`src/rtl/pt_xlate_pkg.sv`:
```
`timescale 1ns/1ps
package pt_xlate_pkg;

  typedef enum logic [1:0] {
    RC_OK    = 2'd0,
    RC_LIMIT = 2'd1,
    RC_PAGE  = 2'd2,
    RC_PROT  = 2'd3
  } rspCode_e;

  typedef enum logic [1:0] {
    ST_IDLE,
    ST_LOOKUP,
    ST_WAIT,
    ST_RESP
  } xlState_e;

  // strobes from control to datapath
  typedef struct packed {
    logic captureReq;
    logic issueRead;
    logic capturePte;
    logic flagLimit;
  } xlStrobe_t;

  // entry flag positions
  localparam int VLD_BIT   = 0;
  localparam int RD_BIT    = 1;
  localparam int WR_BIT    = 2;
  localparam int DIRTY_BIT = 3;

endpackage

```
`src/rtl/pt_xlate_ctrl.sv`:
```
`timescale 1ns/1ps
module pt_xlate_ctrl
  import pt_xlate_pkg::*;
(
  input  logic      clk,
  input  logic      rstN,
  input  logic      reqValid,
  input  logic      rspReady,
  input  logic      limitExceeded,
  output logic      reqReady,
  output logic      rspValid,
  output logic      memRdEn,
  output xlStrobe_t strb
);

  xlState_e state;
  xlState_e stateNxt;

  always_ff @(posedge clk) begin
    if (!rstN) state <= ST_IDLE;
    else       state <= stateNxt;
  end

  always_comb begin
    strb     = '0;
    stateNxt = state;
    unique case (state)
      ST_IDLE: begin
        if (reqValid) begin
          strb.captureReq = 1'b1;
          stateNxt        = ST_LOOKUP;
        end
      end
      ST_LOOKUP: begin
        // bounds are settled before any table access
        if (limitExceeded) begin
          strb.flagLimit = 1'b1;
          stateNxt       = ST_RESP;
        end else begin
          strb.issueRead = 1'b1;
          stateNxt       = ST_WAIT;
        end
      end
      ST_WAIT: begin
        strb.capturePte = 1'b1;
        stateNxt        = ST_RESP;
      end
      ST_RESP: begin
        if (rspReady) stateNxt = ST_IDLE;
      end
      default: stateNxt = ST_IDLE;
    endcase
  end

  assign reqReady = (state == ST_IDLE);
  assign rspValid = (state == ST_RESP);
  assign memRdEn  = strb.issueRead;

  // a translation never issues two back-to-back reads
  a_r2_single_read: assert property (@(posedge clk) disable iff (!rstN)
    memRdEn |=> !memRdEn);

  // after acceptance the block refuses further requests
  a_r9_one_outstanding: assert property (@(posedge clk) disable iff (!rstN)
    reqValid && reqReady |=> !reqReady);

  // a taken response frees the block in the next cycle
  a_r9_ready_returns: assert property (@(posedge clk) disable iff (!rstN)
    rspValid && rspReady |=> reqReady && !rspValid);

endmodule

```
`src/rtl/pt_xlate_dp.sv`:
```
`timescale 1ns/1ps
module pt_xlate_dp
  import pt_xlate_pkg::*;
#(
  parameter int VA_W      = 32,
  parameter int PA_W      = 24,
  parameter int PAGE_BITS = 12,
  parameter int PTE_W     = 32
) (
  input  logic              clk,
  input  logic              rstN,
  input  logic              cfgWrEn,
  input  logic              cfgSel,
  input  logic [VA_W-1:0]   cfgData,
  input  logic [VA_W-1:0]   reqVaddr,
  input  logic              reqWrite,
  input  logic [PTE_W-1:0]  memRdData,
  input  xlStrobe_t         strb,
  output logic              limitExceeded,
  output logic [PA_W-1:0]   memAddr,
  output rspCode_e          rspCode,
  output logic [PA_W-1:0]   rspPaddr,
  output logic              rspDirty
);

  localparam int VPN_W = VA_W - PAGE_BITS;
  localparam int PFN_W = PA_W - PAGE_BITS;
  localparam int IDX_W = VPN_W + 2;   // byte offset of a 4-byte entry

  logic [PA_W-1:0]      baseQ;
  logic [VPN_W-1:0]     limitQ;
  logic [VPN_W-1:0]     vpnQ;
  logic [PAGE_BITS-1:0] offQ;
  logic                 wrQ;
  rspCode_e             codeQ;
  logic [PA_W-1:0]      paddrQ;
  logic                 dirtyQ;

  // context registers
  always_ff @(posedge clk) begin
    if (!rstN) begin
      baseQ  <= '0;
      limitQ <= '0;
    end else if (cfgWrEn) begin
      if (cfgSel) limitQ <= cfgData[VPN_W-1:0];
      else        baseQ  <= cfgData[PA_W-1:0];
    end
  end

  // request capture
  always_ff @(posedge clk) begin
    if (!rstN) begin
      vpnQ <= '0;
      offQ <= '0;
      wrQ  <= 1'b0;
    end else if (strb.captureReq) begin
      vpnQ <= reqVaddr[VA_W-1:PAGE_BITS];
      offQ <= reqVaddr[PAGE_BITS-1:0];
      wrQ  <= reqWrite;
    end
  end

  logic [IDX_W-1:0] entryOfs;
  assign entryOfs      = {vpnQ, 2'b00};
  assign memAddr       = baseQ + PA_W'(entryOfs);
  assign limitExceeded = (vpnQ > limitQ);

  // entry decode
  logic             ptePresent;
  logic             permOk;
  logic [PFN_W-1:0] ptePfn;
  assign ptePresent = memRdData[VLD_BIT];
  assign permOk     = wrQ ? memRdData[WR_BIT] : memRdData[RD_BIT];
  assign ptePfn     = memRdData[PAGE_BITS +: PFN_W];

  // result register, ordered by fault priority
  always_ff @(posedge clk) begin
    if (!rstN) begin
      codeQ  <= RC_OK;
      paddrQ <= '0;
      dirtyQ <= 1'b0;
    end else if (strb.flagLimit) begin
      codeQ  <= RC_LIMIT;
      paddrQ <= '0;
      dirtyQ <= 1'b0;
    end else if (strb.capturePte) begin
      if (!ptePresent) begin
        codeQ  <= RC_PAGE;
        paddrQ <= '0;
        dirtyQ <= 1'b0;
      end else if (!permOk) begin
        codeQ  <= RC_PROT;
        paddrQ <= '0;
        dirtyQ <= 1'b0;
      end else begin
        codeQ  <= RC_OK;
        paddrQ <= {ptePfn, offQ};
        dirtyQ <= memRdData[DIRTY_BIT];
      end
    end
  end

  assign rspCode  = codeQ;
  assign rspPaddr = paddrQ;
  assign rspDirty = dirtyQ;

  logic unusedBits;
  assign unusedBits = ^{memRdData[PTE_W-1:PA_W],
                        memRdData[PAGE_BITS-1:DIRTY_BIT+1],
                        cfgData[VA_W-1:PA_W]};

endmodule

```
`src/rtl/pt_xlate.sv`:
```
`timescale 1ns/1ps
module pt_xlate
  import pt_xlate_pkg::*;
#(
  parameter int VA_W      = 32,
  parameter int PA_W      = 24,
  parameter int PAGE_BITS = 12,
  parameter int PTE_W     = 32
) (
  input  logic             clk,
  input  logic             rstN,
  input  logic             cfgWrEn,
  input  logic             cfgSel,
  input  logic [VA_W-1:0]  cfgData,
  input  logic             reqValid,
  output logic             reqReady,
  input  logic [VA_W-1:0]  reqVaddr,
  input  logic             reqWrite,
  output logic             memRdEn,
  output logic [PA_W-1:0]  memAddr,
  input  logic [PTE_W-1:0] memRdData,
  output logic             rspValid,
  input  logic             rspReady,
  output logic [1:0]       rspCode,
  output logic [PA_W-1:0]  rspPaddr,
  output logic             rspDirty
);

  xlStrobe_t strb;
  logic      limitExceeded;
  rspCode_e  codeInt;

  pt_xlate_ctrl u_ctrl (
    .clk           (clk),
    .rstN          (rstN),
    .reqValid      (reqValid),
    .rspReady      (rspReady),
    .limitExceeded (limitExceeded),
    .reqReady      (reqReady),
    .rspValid      (rspValid),
    .memRdEn       (memRdEn),
    .strb          (strb)
  );

  pt_xlate_dp #(
    .VA_W      (VA_W),
    .PA_W      (PA_W),
    .PAGE_BITS (PAGE_BITS),
    .PTE_W     (PTE_W)
  ) u_dp (
    .clk           (clk),
    .rstN          (rstN),
    .cfgWrEn       (cfgWrEn),
    .cfgSel        (cfgSel),
    .cfgData       (cfgData),
    .reqVaddr      (reqVaddr),
    .reqWrite      (reqWrite),
    .memRdData     (memRdData),
    .strb          (strb),
    .limitExceeded (limitExceeded),
    .memAddr       (memAddr),
    .rspCode       (codeInt),
    .rspPaddr      (rspPaddr),
    .rspDirty      (rspDirty)
  );

  assign rspCode = codeInt;

  // a stalled response keeps every field
  a_r9_rsp_hold: assert property (@(posedge clk) disable iff (!rstN)
    rspValid && !rspReady |=> rspValid && $stable(rspCode) &&
                              $stable(rspPaddr) && $stable(rspDirty));

  // faults carry no address and no dirty flag
  a_r8_fault_clean: assert property (@(posedge clk) disable iff (!rstN)
    rspValid && (rspCode != 2'd0) |-> (rspPaddr == '0) && !rspDirty);

  // a limit result is not preceded by a table read
  a_r4_limit_no_read: assert property (@(posedge clk) disable iff (!rstN)
    $rose(rspValid) && (rspCode == 2'd1) |-> !$past(memRdEn));

  // every other result follows a read two cycles earlier
  a_r2_read_before_result: assert property (@(posedge clk) disable iff (!rstN)
    $rose(rspValid) && (rspCode != 2'd1) |-> $past(memRdEn, 2));

endmodule

```
`config.mk`:
```
export PLATFORM = sky130hd
export DESIGN_NAME = pt_xlate
export DESIGN_NICKNAME = d
export VERILOG_FILES = /design/src/rtl/pt_xlate_pkg.sv /design/src/rtl/pt_xlate_ctrl.sv /design/src/rtl/pt_xlate_dp.sv /design/src/rtl/pt_xlate.sv
export SDC_FILE = /design/constraint.sdc
export NUM_CORES = 1
export LEC_CHECK = 0
export CORE_AREA = 5 5 127 129
export CTS_BUF_LIST = sky130_fd_sc_hd__clkbuf_4 sky130_fd_sc_hd__clkbuf_8
export DETAILED_ROUTE_END_ITERATION = 10
export DIE_AREA = 0 0 132 134
export PLACE_DENSITY = 0.68
export SLEW_MARGIN = 40
export SYNTH_ARGS = -nofsm -noshare
export SYNTH_HDL_FRONTEND = slang
export SYNTH_SLANG_ARGS = --single-unit
```
`constraint.sdc`:
```
create_clock -name clk -period 3.2 [get_ports clk]
set_input_delay 0.64 -clock clk [delete_from_list [all_inputs] [get_ports clk]]
set_output_delay 0.64 -clock clk [all_outputs]
set_load 0.1 [all_outputs]
```
==> run metrics <==
status finished, final reports clean; cell area after synthesis around 5800 sq um; Worst Slack Setup Final between 0.4 and 0.5 ps; post-synth cell types 54; final hold vios 0; Cell Chain, Critical Path ha_4 > fa_2 > a21oi_2 > o211ai_1 > and3_1 > o21ai_2 > buf_6 > o21bai_4 > o311ai_4 > buf_12; Clock Path Buffers 2; max_slew headroom between 50% and 60%; Setup-failing EPs final 0; Slowest cell on crit path fa_2; vias in the first global route about 4700; GRT Resource Usage Total between 10% and 20%; skew final 17.87 ps; Design Power between 5 and 6 mW; required time worst endpoint ~2600 ps; RSZ-0062 raised after global routing yes; Num CTS Buffers 9; Crit Path Category reg2out; CP Capture Type primary output; num rows 45; leakage power 3.321 nW; area grow syn2layout 37.81%; WL final ~15 mm; register share of total power a little over 30%; fin area ~8000 sq um; placed inst area 7507 sq um; IO Port Bufs roughly 130; post-synth top area cell dfxtp_1; post-synth net total between 800 and 900; ant diodes 0; die area approximately 18000 sq um; residual DRC count 0; area of the core region 14920 sq um; slowest stage delay, CP around 400 ps; Fillers around 1400; 1st-iter DRT viols 220; Tcrit/Tclk final 99.99%; Sw Ratio between 40% and 50%; cts hold-fix bufs 0; combinational share of power between 50% and 60%; Initial Util between 30% and 40%; Synth Instances 710; vias per cell approximately 4.9; delay-heaviest family, CP compound AO/OA/AOI/OAI gates; Post-DP HPWL between 10 and 15 mm; DR pass1 iterations 4; Worst setup SP type flop; peak supply drop 316.1 uV; worst skew pair latency 370 ps; post-route ant nets 0; PwrDens 642.0 nW/um^2; top cells by area, synth dfxtp_1 (37%), nand2_1 (11%), a21boi_0 (10%), ha_1 (9.5%), a21oi_1 (4.1%); Placer Congestion approximately 0.8; Die W between 100 and 150 um; post-synthesis async set-or-reset flop share 0%; initial antenna violation count 0; FF+latch count, synth ~110; first-pass GRT wire length approximately 24 mm; clock period minus worst slack between 3000 and 4000 ps; Avg Inst Size Synth between 8 and 9 sq um; HP Class reg2reg; Max Cap Viol 0; CTS root buf clkbuf_8; share of cells above drive strength 1 20.95%; CTS Sinks between 100 and 150; total number of vias 5073; CTS tree built; post-synth top area share 36.64%; Nets slightly below 1000; net switching power between 2 and 2.5 mW; Die Ht around 130 um; Seq/Total Area, Yosys 36.64%; largest net degree at the start of global routing between 80 and 90; total gr overflow 0; Post-synth EDFFs 0; WP data arrival approximately 2600 ps; ys flop type dfxtp_1; YS warnings 0; clock share of power 18.4%; Clock transition at path regs 90 ps; Internal about 2.8 mW; crit path buf inv count 2; Crit Path Max Fanout 3; fin. max-slew vios 0; Setup WS pre-CTS roughly 90 ps; Max Clk Rate between 300 and 400 MHz; post-layout util roughly 53%; H-tree Lvls 3; WL/cell about 14 um; # IOs approximately 160; measured slew at the worst slew-check pin about 730 ps
[metrics by stage]
stage,instances,hold WS [ps],TNS [ps]
5_1_grt,1028,490.1,-767.4
4_1_cts,1023,471.8,-103.9
6_report,1028,468.4,0
3_5_place_dp,1005,459.6,0
2_1_floorplan,710,443.5,-296.1
3_3_place_gp,1005,453.3,0
[cell usage in the layout (no fill, tap or decap), types with 5 or more instances in the layout]
cell type        instances
a21oi_2                  9
ha_1                    32
nand2b_1                 5
a21boi_0                78
nor2b_1                 31
o211ai_1                 6
clkdlybuf4s50_1         77
nor2_1                  20
clkbuf_8                10
buf_4                   55
ha_4                     6
ha_2                     6
nor3_1                   6
dfxtp_1                102
buf_12                  20
xnor2_2                 10
a21oi_1                 38
nand2_1                167
nand3_1                  6
a21o_1                  15
o21ai_0                  7
inv_1                   31
nor2_2                  19
[path summary, 6_finish.rpt]
kind | to | depth (start not counted) | slack (ps) | from
worst max-delay path | memAddr[22] | 10 | 0.5 | u_dp.vpnQ[0]
worst min-delay path | u_dp.limitQ[3] | 2 | 470 | u_dp.limitQ[3]
worst max register to register | u_dp.rspPaddr[0] | 8 | 870 | u_dp.limitQ[13]
worst min register to register | u_dp.limitQ[3] | 2 | 470 | u_dp.limitQ[3]
[cell families (layout without fill, tap and decap cells)]
family	after synthesis	in the layout	synth area share, %
flops	106	106	36.64
buf+inv	71	201	5.098
compound gates	187	187	22.55
fa+ha+maj	45	45	9.851
mux	3	3	0.5185
simple gates	282	282	22.92
xor+xnor	16	16	2.420
[synthesized netlist by cell type, types with 2 or more instances]
cell	n
a31oi_1	3
o21ai_0	12
ha_1	44
nor2_2	18
nor2_4	2
xor2_1	3
o21a_1	3
a21boi_0	79
buf_2	5
nand2_1	169
a21oi_1	47
inv_1	31
xnor2_1	13
nand3b_1	2
a21boi_2	2
nand2b_1	5
mux2i_1	3
nand4_1	3
o21bai_1	5
o211ai_1	6
and4_1	2
a22o_1	2
buf_6	2
buf_4	2
clkbuf_1	30
nand4b_1	2
nor3_1	6
and3_1	3
nor2_1	21
dfxtp_1	106
nand3_1	7
and2_1	4
a31o_2	2
nor2b_1	31
o2111ai_1	2
a21o_1	15
[state kept, by name, summed over array words and instances (netlist names)]
register,cells
u_dp.limitQ,20
u_dp.rspPaddr,24
u_dp.wrQ,1
u_dp.rspCode,2
u_dp.offQ,12
u_dp.vpnQ,20
u_dp.rspDirty,1
u_ctrl.state,2
u_dp.baseQ,24
[power by group through the flow]
stage	Clock [mW]	Combinational, mW	Sequential [mW]
2_1_floorplan	0	1.64	1.78
3_3_place_gp	0	2.56	1.60
3_5_place_dp	0	2.58	1.60
4_1_cts	0.969	2.61	1.58
5_1_grt	1.02	2.77	1.60
6_report	0.941	2.60	1.58
[repair_timing]
action / 4_1_cts / 5_1_grt
setup endpoints to repair: 9 / 10
buffers inserted: 2 / 5
gates resized for setup: 25 / 21
pin swaps: 10 / 8
[routing by layer]
layer | vias to the layer above | GRT usage (%) | part of all wire, %
li1 | 2630 | - | -
met1 | 2311 | 21.89 | 47
met2 | 119 | 25.86 | 45
met3 | 13 | 5.139 | 7.0
met4 | 0 | 4.171 | 1.2
met5 | - | 0 | 0
[area by class of cell]
cell class,count,area [sq um],share of cell area (%)
Tap cell,188,235.2,2.947
Timing Repair Buffer,154,1600,20.05
Clock inverter,5,85.08,1.066
Sequential cell,106,2127,26.65
Multi-Input combinational cell,533,3672,46.01
Clock buffer,11,145.1,1.818
Inverter,31,116.4,1.458
[worst register-to-register path, stage by stage (launching register included)]
cell and delay [ps]:
dfxtp_1 360, inv_1 50, ha_1 280, nand4_1 190, nor4_2 440, o21ai_2 170, a41oi_4 180, buf_4 410
nor2_1 120
Note: power is estimated with default switching activity, not from simulation.
